### config.mk
export PLATFORM = sky130hd
export DESIGN_NAME = cfcap_channel
export DESIGN_NICKNAME = d
export VERILOG_FILES = /design/src/rtl/cfcap_pkg.sv /design/src/rtl/cfcap_gray2bin.sv /design/src/rtl/cfcap_thermo_enc.sv /design/src/rtl/cfcap_ctrl.sv /design/src/rtl/cfcap_datapath.sv /design/src/rtl/cfcap_channel.sv
export SDC_FILE = /design/constraint.sdc
export NUM_CORES = 1
export LEC_CHECK = 0
export ABC_AREA = 1
export BUFFER_PORTS_ARGS = -buffer_cell sky130_fd_sc_hd__buf_4
export CORE_UTILIZATION = 26
export DETAILED_ROUTE_END_ITERATION = 6
export GPL_ROUTABILITY_DRIVEN = 0
export PLACE_DENSITY = 0.46
export SLEW_MARGIN = 10
export SYNTH_ARGS = -nofsm -noshare
export SYNTH_HDL_FRONTEND = slang
export SYNTH_HIERARCHICAL = 1
export SYNTH_SLANG_ARGS = --single-unit
### constraint.sdc
create_clock -name clk -period 5.6 [get_ports clk]
set_input_delay 0.28 -clock clk [delete_from_list [all_inputs] [get_ports clk]]
set_output_delay 0.28 -clock clk [all_outputs]
set_load 0.02 [all_outputs]
### src/rtl/cfcap_pkg.sv
package cfcap_pkg;
  // strobes from the control to the datapath
  typedef struct packed {
    logic freeze;    // capture bus count and tap word
    logic post;      // register the merged result
    logic saturate;  // register the all-ones overflow result
  } cfcapCtl_t;
endpackage

### src/rtl/cfcap_gray2bin.sv
module cfcap_gray2bin #(
  parameter int WIDTH = 7
) (
  input  logic [WIDTH-1:0] grayIn,
  output logic [WIDTH-1:0] binOut
);
  for (genvar i = 0; i < WIDTH; i++) begin : g_bit
    assign binOut[i] = ^grayIn[WIDTH-1:i];
  end
endmodule

### src/rtl/cfcap_thermo_enc.sv
module cfcap_thermo_enc #(
  parameter int TAPS  = 40,
  localparam int CNT_W = $clog2(TAPS + 1)
) (
  input  logic [TAPS-1:0] taps,
  output logic [CNT_W-1:0] fineCnt
);
  logic [TAPS-1:0] zeroVec;

  for (genvar i = 0; i < TAPS; i++) begin : g_zero
    assign zeroVec[i] = ~taps[i];
  end

  // leading ones from tap 0; the first zero ends the run, later bubbles ignored
  always_comb begin
    logic found;
    found   = 1'b0;
    fineCnt = CNT_W'(TAPS);
    for (int i = 0; i < TAPS; i++) begin
      if (!found && zeroVec[i]) begin
        fineCnt = CNT_W'(i);
        found   = 1'b1;
      end
    end
  end
endmodule

### src/rtl/cfcap_ctrl.sv
module cfcap_ctrl
  import cfcap_pkg::*;
(
  input  logic       clk,
  input  logic       rstN,
  input  logic       armIn,
  input  logic       fireAsync,
  input  logic       busAtEnd,
  output cfcapCtl_t  ctl,
  output logic       resultValid
);
  logic syncA, syncB, armed, pending, validQ;

  always_comb begin
    ctl.freeze   = armed & syncB & ~armIn;
    ctl.post     = pending;
    ctl.saturate = armed & busAtEnd & ~syncB & ~armIn & ~pending;
  end

  always_ff @(posedge clk) begin
    if (!rstN) begin
      syncA   <= 1'b0;
      syncB   <= 1'b0;
      armed   <= 1'b0;
      pending <= 1'b0;
      validQ  <= 1'b0;
    end else begin
      syncA   <= fireAsync;
      syncB   <= syncA;
      pending <= ctl.freeze;
      validQ  <= ctl.post | ctl.saturate;
      if (armIn)
        armed <= 1'b1;
      else if (ctl.freeze || ctl.saturate)
        armed <= 1'b0;
    end
  end

  assign resultValid = validQ;
endmodule

### src/rtl/cfcap_datapath.sv
module cfcap_datapath
  import cfcap_pkg::*;
#(
  parameter int COARSE_W   = 7,
  parameter int FINE_STEPS = 32,
  parameter int EXTRA_TAPS = 8,
  parameter int TAP_OFFSET = 8,
  localparam int FINE_W    = $clog2(FINE_STEPS),
  localparam int TAPS      = FINE_STEPS + EXTRA_TAPS,
  localparam int RES_W     = COARSE_W + FINE_W
) (
  input  logic                clk,
  input  logic                rstN,
  input  cfcapCtl_t           ctl,
  input  logic [COARSE_W-1:0] grayCount,
  input  logic [TAPS-1:0]     tapWord,
  output logic                busAtEnd,
  output logic [RES_W-1:0]    result,
  output logic                overflow
);
  localparam int CNT_W = $clog2(TAPS + 1);
  localparam int SUM_W = RES_W + 1;

  logic [COARSE_W-1:0] liveBin, frozenGray, frozenBin;
  logic [TAPS-1:0]     frozenTaps;
  logic [CNT_W-1:0]    fineCnt;
  logic [SUM_W-1:0]    scaled, fineExt;
  logic [RES_W-1:0]    merged;

  cfcap_gray2bin #(.WIDTH(COARSE_W)) u_liveConv (
    .grayIn(grayCount), .binOut(liveBin));
  assign busAtEnd = &liveBin;

  always_ff @(posedge clk) begin
    if (!rstN) begin
      frozenGray <= '0;
      frozenTaps <= '0;
    end else if (ctl.freeze) begin
      frozenGray <= grayCount;
      frozenTaps <= tapWord;
    end
  end

  cfcap_gray2bin #(.WIDTH(COARSE_W)) u_frozenConv (
    .grayIn(frozenGray), .binOut(frozenBin));

  cfcap_thermo_enc #(.TAPS(TAPS)) u_enc (
    .taps(frozenTaps), .fineCnt(fineCnt));

  always_comb begin
    scaled  = SUM_W'({frozenBin, {FINE_W{1'b0}}}) + SUM_W'(TAP_OFFSET);
    fineExt = SUM_W'(fineCnt);
    if (scaled < fineExt)
      merged = '0;
    else
      merged = RES_W'(scaled - fineExt);
  end

  always_ff @(posedge clk) begin
    if (!rstN) begin
      result   <= '0;
      overflow <= 1'b0;
    end else if (ctl.post) begin
      result   <= merged;
      overflow <= 1'b0;
    end else if (ctl.saturate) begin
      result   <= '1;
      overflow <= 1'b1;
    end
  end
endmodule

### src/rtl/cfcap_channel.sv
module cfcap_channel
  import cfcap_pkg::*;
#(
  parameter int COARSE_W   = 7,
  parameter int FINE_STEPS = 32,
  parameter int EXTRA_TAPS = 8,
  parameter int TAP_OFFSET = EXTRA_TAPS
) (
  input  logic                                     clk,
  input  logic                                     rstN,
  input  logic                                     armIn,
  input  logic                                     fireAsync,
  input  logic [COARSE_W-1:0]                      grayCount,
  input  logic [FINE_STEPS+EXTRA_TAPS-1:0]         tapWord,
  output logic [COARSE_W+$clog2(FINE_STEPS)-1:0]   result,
  output logic                                     resultValid,
  output logic                                     overflow
);
  cfcapCtl_t ctl;
  logic      busAtEnd;

  cfcap_ctrl u_ctrl (
    .clk(clk), .rstN(rstN), .armIn(armIn), .fireAsync(fireAsync),
    .busAtEnd(busAtEnd), .ctl(ctl), .resultValid(resultValid));

  cfcap_datapath #(
    .COARSE_W(COARSE_W), .FINE_STEPS(FINE_STEPS),
    .EXTRA_TAPS(EXTRA_TAPS), .TAP_OFFSET(TAP_OFFSET)
  ) u_dp (
    .clk(clk), .rstN(rstN), .ctl(ctl), .grayCount(grayCount),
    .tapWord(tapWord), .busAtEnd(busAtEnd), .result(result),
    .overflow(overflow));
endmodule

======== After elaboration in Yosys (flattened, before gate mapping) ========
Index checks and enable logic that the tools add are counted.
word-level totals
  register bits ........................... 65
  bits in latches ......................... 0
  bits in writable memories ............... 0
  bits in read-only memories .............. 0
  input bits .............................. 51
  memories ................................ 0
cells by class
  add/subtract/negate cells ............... 2
  multiply operators ...................... 0
  divide/modulo/power cells ............... 0
  $lt $le $gt $ge ......................... 1
  equality and inequality tests ........... 0
  shift operators ......................... 0
  mux-type cells .......................... 84
  bitwise operators ....................... 50
  reduce and logical (&&, ||, !) cells .... 94
operators with widths
  operator                                       count
  2-to-1 mux 6 bit                               40
  inverter 1 bit                                 43
  2-to-1 mux 1 bit                               41
  logical AND 1 bit                              39
  logical NOT 1 bit                              38
  2-to-1 mux 12 bit                              3
  XOR reduction 7 bit                            2
  adder 12 x 4 -> 13 bit, second input constant  1
  < comparator 13 x 6 -> 1 bit                   1
  XOR reduction 6 bit                            2
  subtractor 12 x 6 -> 12 bit                    1
  XOR reduction 5 bit                            2
  XOR reduction 4 bit                            2
  AND reduction 7 bit                            1
  AND 1 bit                                      6
  XOR reduction 3 bit                            2
  nonzero test 2 bit                             2
  XOR reduction 2 bit                            2
  OR reduction 2 bit                             1
  logical OR 1 bit                               1
  bitwise OR 1 bit                               1

======== Logic depth before layout (Yosys ltp) ========
  word-level depth ........................ 120
  depth in mapped cells ................... 30

======== Modules after synthesis ========
The synthesis kept the hierarchy.
by module, submodules not included
  module            instances  cells each  area each (um^2)  sequential area each (um^2)
  cfcap_datapath    1          321         2408.6            1201.2
  cfcap_thermo_enc  1          115         772.0             0.0
  cfcap_gray2bin    2          61          255.2             0.0
  cfcap_ctrl        1          24          183.9             100.1

======== Worst setup path after synthesis ========
OpenSTA, ideal clock, no wires.
  path kind ............................... flip-flop to flip-flop
  start ................................... register u_dp.frozenTaps[0]
  end ..................................... register u_dp.result[10]
  library setup time ...................... 68 ps
  arrival ................................. 3508 ps
  slack ................................... 2024 ps
  cell stages (with the launch flop) ...... 30
  clock period less this slack ............ 3576 ps
  cell sequence ........................... dfxtp_1 > nand2_2 > nor2_4 > nand4_4 > nor2_4 > nand4_4 > nor2_4 > nand4_4 > nor2_4 > nand4_4 > nor2_4 > nand4_4 > nor2_4 > nand4_4 > nor2_4 > nand4_4 > nor2_4 > nand4_4 > nor2_4 > nand4_1 > nand3_1 > inv_1 > ha_1 > nand2_1 > nand2_1 > nand3_1 > nand3_1 > nand2_1 > nand3_2 > a21oi_2
on the way
  longest elaborated chain between the ends .. 119
ends and longest elaborated chain
  what                                                                                line                                        source
  from (decl)                                                                         cfcap_datapath.sv:25                        logic [TAPS-1:0] frozenTaps;
  from (signal assigned)                                                              cfcap_datapath.sv:40                        frozenTaps <= tapWord;
  2-to-1 mux 1 bit / logical AND 1 bit (equally long branches)                        cfcap_thermo_enc.sv:20                      if (!found && zeroVec[i]) begin
  2-to-1 mux 1 bit                                                                    cfcap_thermo_enc.sv:20
  logical NOT 1 bit                                                                   cfcap_thermo_enc.sv:20
  logical AND 1 bit                                                                   cfcap_thermo_enc.sv:20
  2-to-1 mux 1 bit                                                                    cfcap_thermo_enc.sv:20
  logical NOT 1 bit                                                                   cfcap_thermo_enc.sv:20
  logical AND 1 bit                                                                   cfcap_thermo_enc.sv:20
  2-to-1 mux 1 bit                                                                    cfcap_thermo_enc.sv:20
  (+104 left out)                                                                     -
  2-to-1 mux 1 bit                                                                    cfcap_thermo_enc.sv:20
  logical NOT 1 bit                                                                   cfcap_thermo_enc.sv:20
  logical AND 1 bit                                                                   cfcap_thermo_enc.sv:20
  2-to-1 mux 6 bit (*)                                                                cfcap_thermo_enc.sv:20
  named net u_dp.fineCnt[5]                                                           cfcap_datapath.sv:26                        logic [CNT_W-1:0] fineCnt;
  subtractor 12 x 6 -> 12 bit / < comparator 13 x 6 -> 1 bit (equally long branches)  cfcap_datapath.sv:56, cfcap_datapath.sv:53
  2-to-1 mux 12 bit (*)                                                               cfcap_datapath.sv:53                        if (scaled < fineExt)
  2-to-1 mux 12 bit (*)                                                               cfcap_datapath.sv:63                        end else if (ctl.post) begin
  to (signal assigned)                                                                cfcap_datapath.sv:64                        result <= merged;
  to (decl)                                                                           cfcap_datapath.sv:18                        output logic [RES_W-1:0] result,
Mark *: on every way through the listed nets, which the timed path passes. The rest lies on a longest branch.
A chain may end at the register's enable or synchronous reset.

======== Worst setup path after layout ========
  start ................................... register u_dp.frozenTaps[1]
  end ..................................... register u_dp.result[6]
on the way
  longest elaborated chain between the ends .. 120
ends and longest elaborated chain
  what                                                                                line                                        source
  inverter 1 bit (*)                                                                  cfcap_thermo_enc.sv:11                      assign zeroVec[i] = ~taps[i];
  logical AND 1 bit (*)                                                               cfcap_thermo_enc.sv:20
  2-to-1 mux 1 bit                                                                    cfcap_thermo_enc.sv:20
  logical NOT 1 bit                                                                   cfcap_thermo_enc.sv:20
  logical AND 1 bit                                                                   cfcap_thermo_enc.sv:20
  2-to-1 mux 1 bit                                                                    cfcap_thermo_enc.sv:20
  logical NOT 1 bit                                                                   cfcap_thermo_enc.sv:20
  logical AND 1 bit                                                                   cfcap_thermo_enc.sv:20
  (+105 left out)                                                                     -
  2-to-1 mux 1 bit                                                                    cfcap_thermo_enc.sv:20
  logical NOT 1 bit                                                                   cfcap_thermo_enc.sv:20
  logical AND 1 bit                                                                   cfcap_thermo_enc.sv:20
  2-to-1 mux 6 bit (*)                                                                cfcap_thermo_enc.sv:20
  named net u_dp.fineCnt[5]                                                           cfcap_datapath.sv:26
  subtractor 12 x 6 -> 12 bit / < comparator 13 x 6 -> 1 bit (equally long branches)  cfcap_datapath.sv:56, cfcap_datapath.sv:53
  2-to-1 mux 12 bit (*)                                                               cfcap_datapath.sv:53
  2-to-1 mux 12 bit (*)                                                               cfcap_datapath.sv:63
Marks and branches as above.

==> impl_summary.md <==
Logic synthesis
The synthesized netlist cell count is 582. The sequential share of the synthesized area is 33.6%. The post-synthesis sequential element count is 65.

Sorting the synthesized cells by area gives the leading types as sky130_fd_sc_hd__dfxtp_1 34%, sky130_fd_sc_hd__nor2_1 12%, sky130_fd_sc_hd__nand2_1 11%. The portion of synthesized cell area occupied by the leading cell type is 33.6%. The synthesized netlist contains 34 unique library cells. Of all cell types, the one taking the most synthesized area is sky130_fd_sc_hd__dfxtp_1. Counting every net in the synthesized netlist gives 635. The combined area of all synthesized cells is 0.00387 sq mm. The number of synthesis warnings is 6. The mean area per synthesized cell is 6.66 sq um.

Clock tree
The source-to-sink clock delay at the later pin of the worst-skew pair is 0.33 ns. The H-tree depth is 3. The clock-pin slew of the registers on the worst-case setup and hold paths is 0.05 ns. Once the clock tree was built, the setup fixing pass inserted 0 buffers.

The number of hold buffers added after CTS was 0. Clock tree synthesis selected as its root buffer the cell sky130_fd_sc_hd__clkbuf_16. Clock tree synthesis inserted a total of 9 buffers. The clock sink count is 65. The TritonCTS clock tree is done. The largest buffer count on any clock path is 2. The number of gates resized after CTS was 0.

Job
The number of maximum-capacitance constraint violations is 0.

Final layout
The multi-input gate area in the final layout is 0.00221 sq mm. The layout overhead on the synthesized area is 23.4%. For this run, the post-layout net count is 690. 0 antenna diodes ended up in the layout.

The share of cells above drive strength 1 is 20.6%. The finished layout holds 826 standard cells, fillers aside. The top cell types in the final layout, fill and taps aside, are 124 x sky130_fd_sc_hd__nor2_1, 114 x sky130_fd_sc_hd__nand2_1, 66 x sky130_fd_sc_hd__buf_4, 66 x sky130_fd_sc_hd__o21ai_0, 65 x sky130_fd_sc_hd__dfxtp_1. The sequential cells in the finished layout cover a total of 0.00130 sq mm. The filler cells instantiated in the layout total 1637. The design area is 0.00478 sq mm. The library cell used most frequently in the layout, excluding fill and tap cells, is sky130_fd_sc_hd__nor2_1.

Power
Across the VDD grid, the largest voltage drop is 0.000149 V. Summed over all cells, the static leakage comes to 2.26 nW. The switching power as a share of total power is 24.0%. The design draws 1.15 mW.

The clock power share is 47.9%. The register share of total power is 41.5%. The internal power component is 878 uW. The power dissipated by switching net loads is 277 uW.

The combinational power share is 10.6%. The power density normalized to cell area is 241 mW/mm^2.

STA
The final-report hold violation count is 0. The final critical delay including setup and external delays is 4.02 ns. The share of the clock period used by the worst path is 71.8%. The final-report setup violation count is 0. The clock arrives with 0.00621 ns of skew.

Across all setup checks in the final design, the least slack found is 1.58 ns. The worst slew slack as a fraction of its limit is 56.5%. For the pin with the worst max-slew slack, the measured transition is 0.651 ns. The max-slew violation count was 0.

The total negative slack for setup checks is 0 ns. Setup repair after global routing left no endpoint under its margin. Static timing analysis puts the maximum clock frequency at 249 MHz.

GRT
Global routing finished with a remaining overflow of 0. The first global-routing pass estimated 16700 microns of wire. The number of antenna violations at the first check in global routing came to 0. Entering global routing, the biggest net connects 64 pins. The overall track demand over capacity in global routing is 13.8%. The via count of the first global-routing pass is 3720.

Hold path
In this run the worst hold path is classified as primary input to flip-flop. The startpoint identified for the worst hold timing path is fireAsync.

Drt
The detailed router finished its first iteration with 142 violations. The number of antenna-violating nets in the routed design is 0. The via count is 3714. In the routed layout, each cell is associated on average with a via count of 4.50.

The total DRC errors in the routed layout is 0. The routed design has 9490 microns of wire. For this run, the detailed router's first-pass iteration total came to 4. The average wire length per cell after detail routing is 11.5 microns.

Setup path
Data on the critical path is required at its endpoint by 5.86 ns. The largest single stage delay on the critical path is 0.39 ns. The combined buffer and inverter count along the critical path is 1. The worst setup path endpoint is u_dp/result[6]. In this run the worst setup path begins at u_dp/frozenTaps[1]. The standard cell with the maximum stage delay on the critical path is sky130_fd_sc_hd__dfxtp_1. The worst register-to-register path ends at u_dp/result[6].

The category of the worst setup path launch point is a flip-flop. Counting buffers and inverters, the worst setup path is 29 cells deep. The critical path in this run is classified as flip-flop to flip-flop.

The cell seen most often among critical-path stages is sky130_fd_sc_hd__nor2_4. The worst register-to-register path begins at u_dp/frozenTaps[1]. The critical path's top delay family is simple AND/OR/NAND/NOR gates. Along the worst path, the maximum fanout reaches 6. Data arrives at the worst endpoint at 4.28 ns. The worst-case register-to-register setup slack is 1.58 ns.

The type of element capturing the critical path is a flip-flop. The depth of the worst register-to-register path is 29.

Die
The die area is 0.0154 sq mm. From left edge to right edge, the die measures 124 microns. Pin placement for this block handled 65 I/O pins. The area of the core is 0.0145 sq mm. For this configuration, the core starts out at a cell density of 26.7%. The initialized floorplan defines 44 standard-cell rows. The die is 124 microns tall.

Place
Buffers placed on the I/O ports in this run total 64. The total instance count after detailed placement is 810. The instance area after placement is 0.00449 sq mm. The setup slack at placement is 1.58 ns.

Once detailed placement completed, the half-perimeter wirelength came to 7130 microns.

Status
The flow ran to the end, and the final reports show no timing, DRC or antenna violations.
==> stage by stage <==
stage / hold slack, ns / util [%]
6_report: 0.145 / 32.9
3_5_place_dp: 0.440 / 30.9
2_1_floorplan: 0.373 / -
5_1_grt: 0.149 / 32.9
4_1_cts: 0.135 / 32.9
3_3_place_gp: 0.442 / 30.9
==> Yosys cell counts <==
| cell type | count |
|---|---|
| sky130_fd_sc_hd__a21oi_1 | 11 |
| sky130_fd_sc_hd__or2_2 | 2 |
| sky130_fd_sc_hd__nor4_1 | 5 |
| sky130_fd_sc_hd__buf_6 | 1 |
| sky130_fd_sc_hd__a311oi_1 | 1 |
| sky130_fd_sc_hd__nand4_1 | 10 |
| sky130_fd_sc_hd__xnor2_1 | 4 |
| sky130_fd_sc_hd__inv_1 | 63 |
| sky130_fd_sc_hd__nor2_1 | 124 |
| sky130_fd_sc_hd__o41ai_1 | 1 |
| sky130_fd_sc_hd__inv_2 | 5 |
| sky130_fd_sc_hd__xor2_1 | 1 |
| sky130_fd_sc_hd__dfxtp_1 | 65 |
| sky130_fd_sc_hd__nand3b_1 | 4 |
| sky130_fd_sc_hd__nor2_2 | 2 |
| sky130_fd_sc_hd__a21oi_2 | 5 |
| sky130_fd_sc_hd__o21ai_2 | 1 |
| sky130_fd_sc_hd__nand4_4 | 8 |
| sky130_fd_sc_hd__a211oi_1 | 1 |
| sky130_fd_sc_hd__buf_1 | 1 |
| sky130_fd_sc_hd__buf_2 | 5 |
| sky130_fd_sc_hd__nand2_2 | 14 |
| sky130_fd_sc_hd__nor3b_1 | 3 |
| sky130_fd_sc_hd__buf_4 | 3 |
| sky130_fd_sc_hd__o21ai_0 | 66 |
| sky130_fd_sc_hd__nand2_1 | 114 |
| sky130_fd_sc_hd__clkbuf_1 | 12 |
| sky130_fd_sc_hd__nand3_1 | 25 |
| sky130_fd_sc_hd__nor2_4 | 10 |
| sky130_fd_sc_hd__o311a_2 | 1 |
| sky130_fd_sc_hd__ha_1 | 2 |
| sky130_fd_sc_hd__nor3_1 | 1 |
| sky130_fd_sc_hd__nand3_2 | 5 |
| sky130_fd_sc_hd__o2111ai_1 | 6 |
==> cell type report <==
| class | instances | area share (%) |
|---|---|---|
| Clock buffer | 13 | 5.23 |
| Clock inverter | 3 | 0.837 |
| Inverter | 68 | 5.34 |
| Multi-Input combinational cell | 427 | 46.2 |
| Sequential cell | 65 | 27.2 |
| Tap cell | 184 | 4.81 |
| Timing Repair Buffer | 66 | 10.4 |
==> how the worst min path moves through the flow <==
stage / to / slack [ns] / cells past startpoint
global placement: u_ctrl/syncB / 0.44 / 2
CTS: u_ctrl/syncA / 0.14 / 3
global route: u_ctrl/syncA / 0.15 / 3
detailed placement: u_ctrl/syncB / 0.44 / 2
floorplan: u_ctrl/syncA / 0.37 / 2
finish: u_ctrl/syncA / 0.14 / 3
==> power by group through the flow <==
| stage | Sequential [mW] | Clock [mW] | Combinational (mW) |
|---|---|---|---|
| after floorplan | 0.487 | 0 | 0.0791 |
| after global placement | 0.488 | 0 | 0.122 |
| after detailed placement | 0.489 | 0 | 0.124 |
| after CTS | 0.479 | 0.573 | 0.124 |
| after global routing | 0.480 | 0.595 | 0.139 |
| final | 0.479 | 0.553 | 0.122 |
==> kinds of logic after synthesis <==
logic type,Yosys count,share of synthesized area [%]
AND/OR/NAND/NOR,327,41.7
buffers and inverters,90,9.36
adder cells (fa/ha/maj),2,0.646
AO/OA/AOI/OAI,93,13.6
flip-flops,65,33.6
XOR/XNOR,5,1.13
==> routing by layer <==
| metal | GRT usage, % | routed length (microns) | vias to the layer above |
|---|---|---|---|
| li1 | - | - | 1983 |
| met1 | 16.7 | 4490 | 1661 |
| met2 | 23.9 | 4470 | 62 |
| met3 | 3.21 | 431 | 8 |
| met4 | 4.09 | 108 | 0 |
| met5 | 0 | 0 | - |
==> worst register-to-register path, delay by kind of cell (launching register included) <==
family	cells	cell delay, ns
buf+inv	1	0.06
flops	1	0.39
compound gates	1	0.13
simple gates	26	3.17
fa+ha+maj	1	0.20
==> sequential cells by signal (all words and copies together), names as in the netlist <==
signal and cells:
u_dp/frozenTaps 40, u_dp/result 12, u_dp/frozenGray 7, u_ctrl/armed 1
u_ctrl/pending 1, u_ctrl/resultValid 1, u_ctrl/syncA 1, u_ctrl/syncB 1
u_dp/overflow 1
Power figures use the tool's default switching activity.
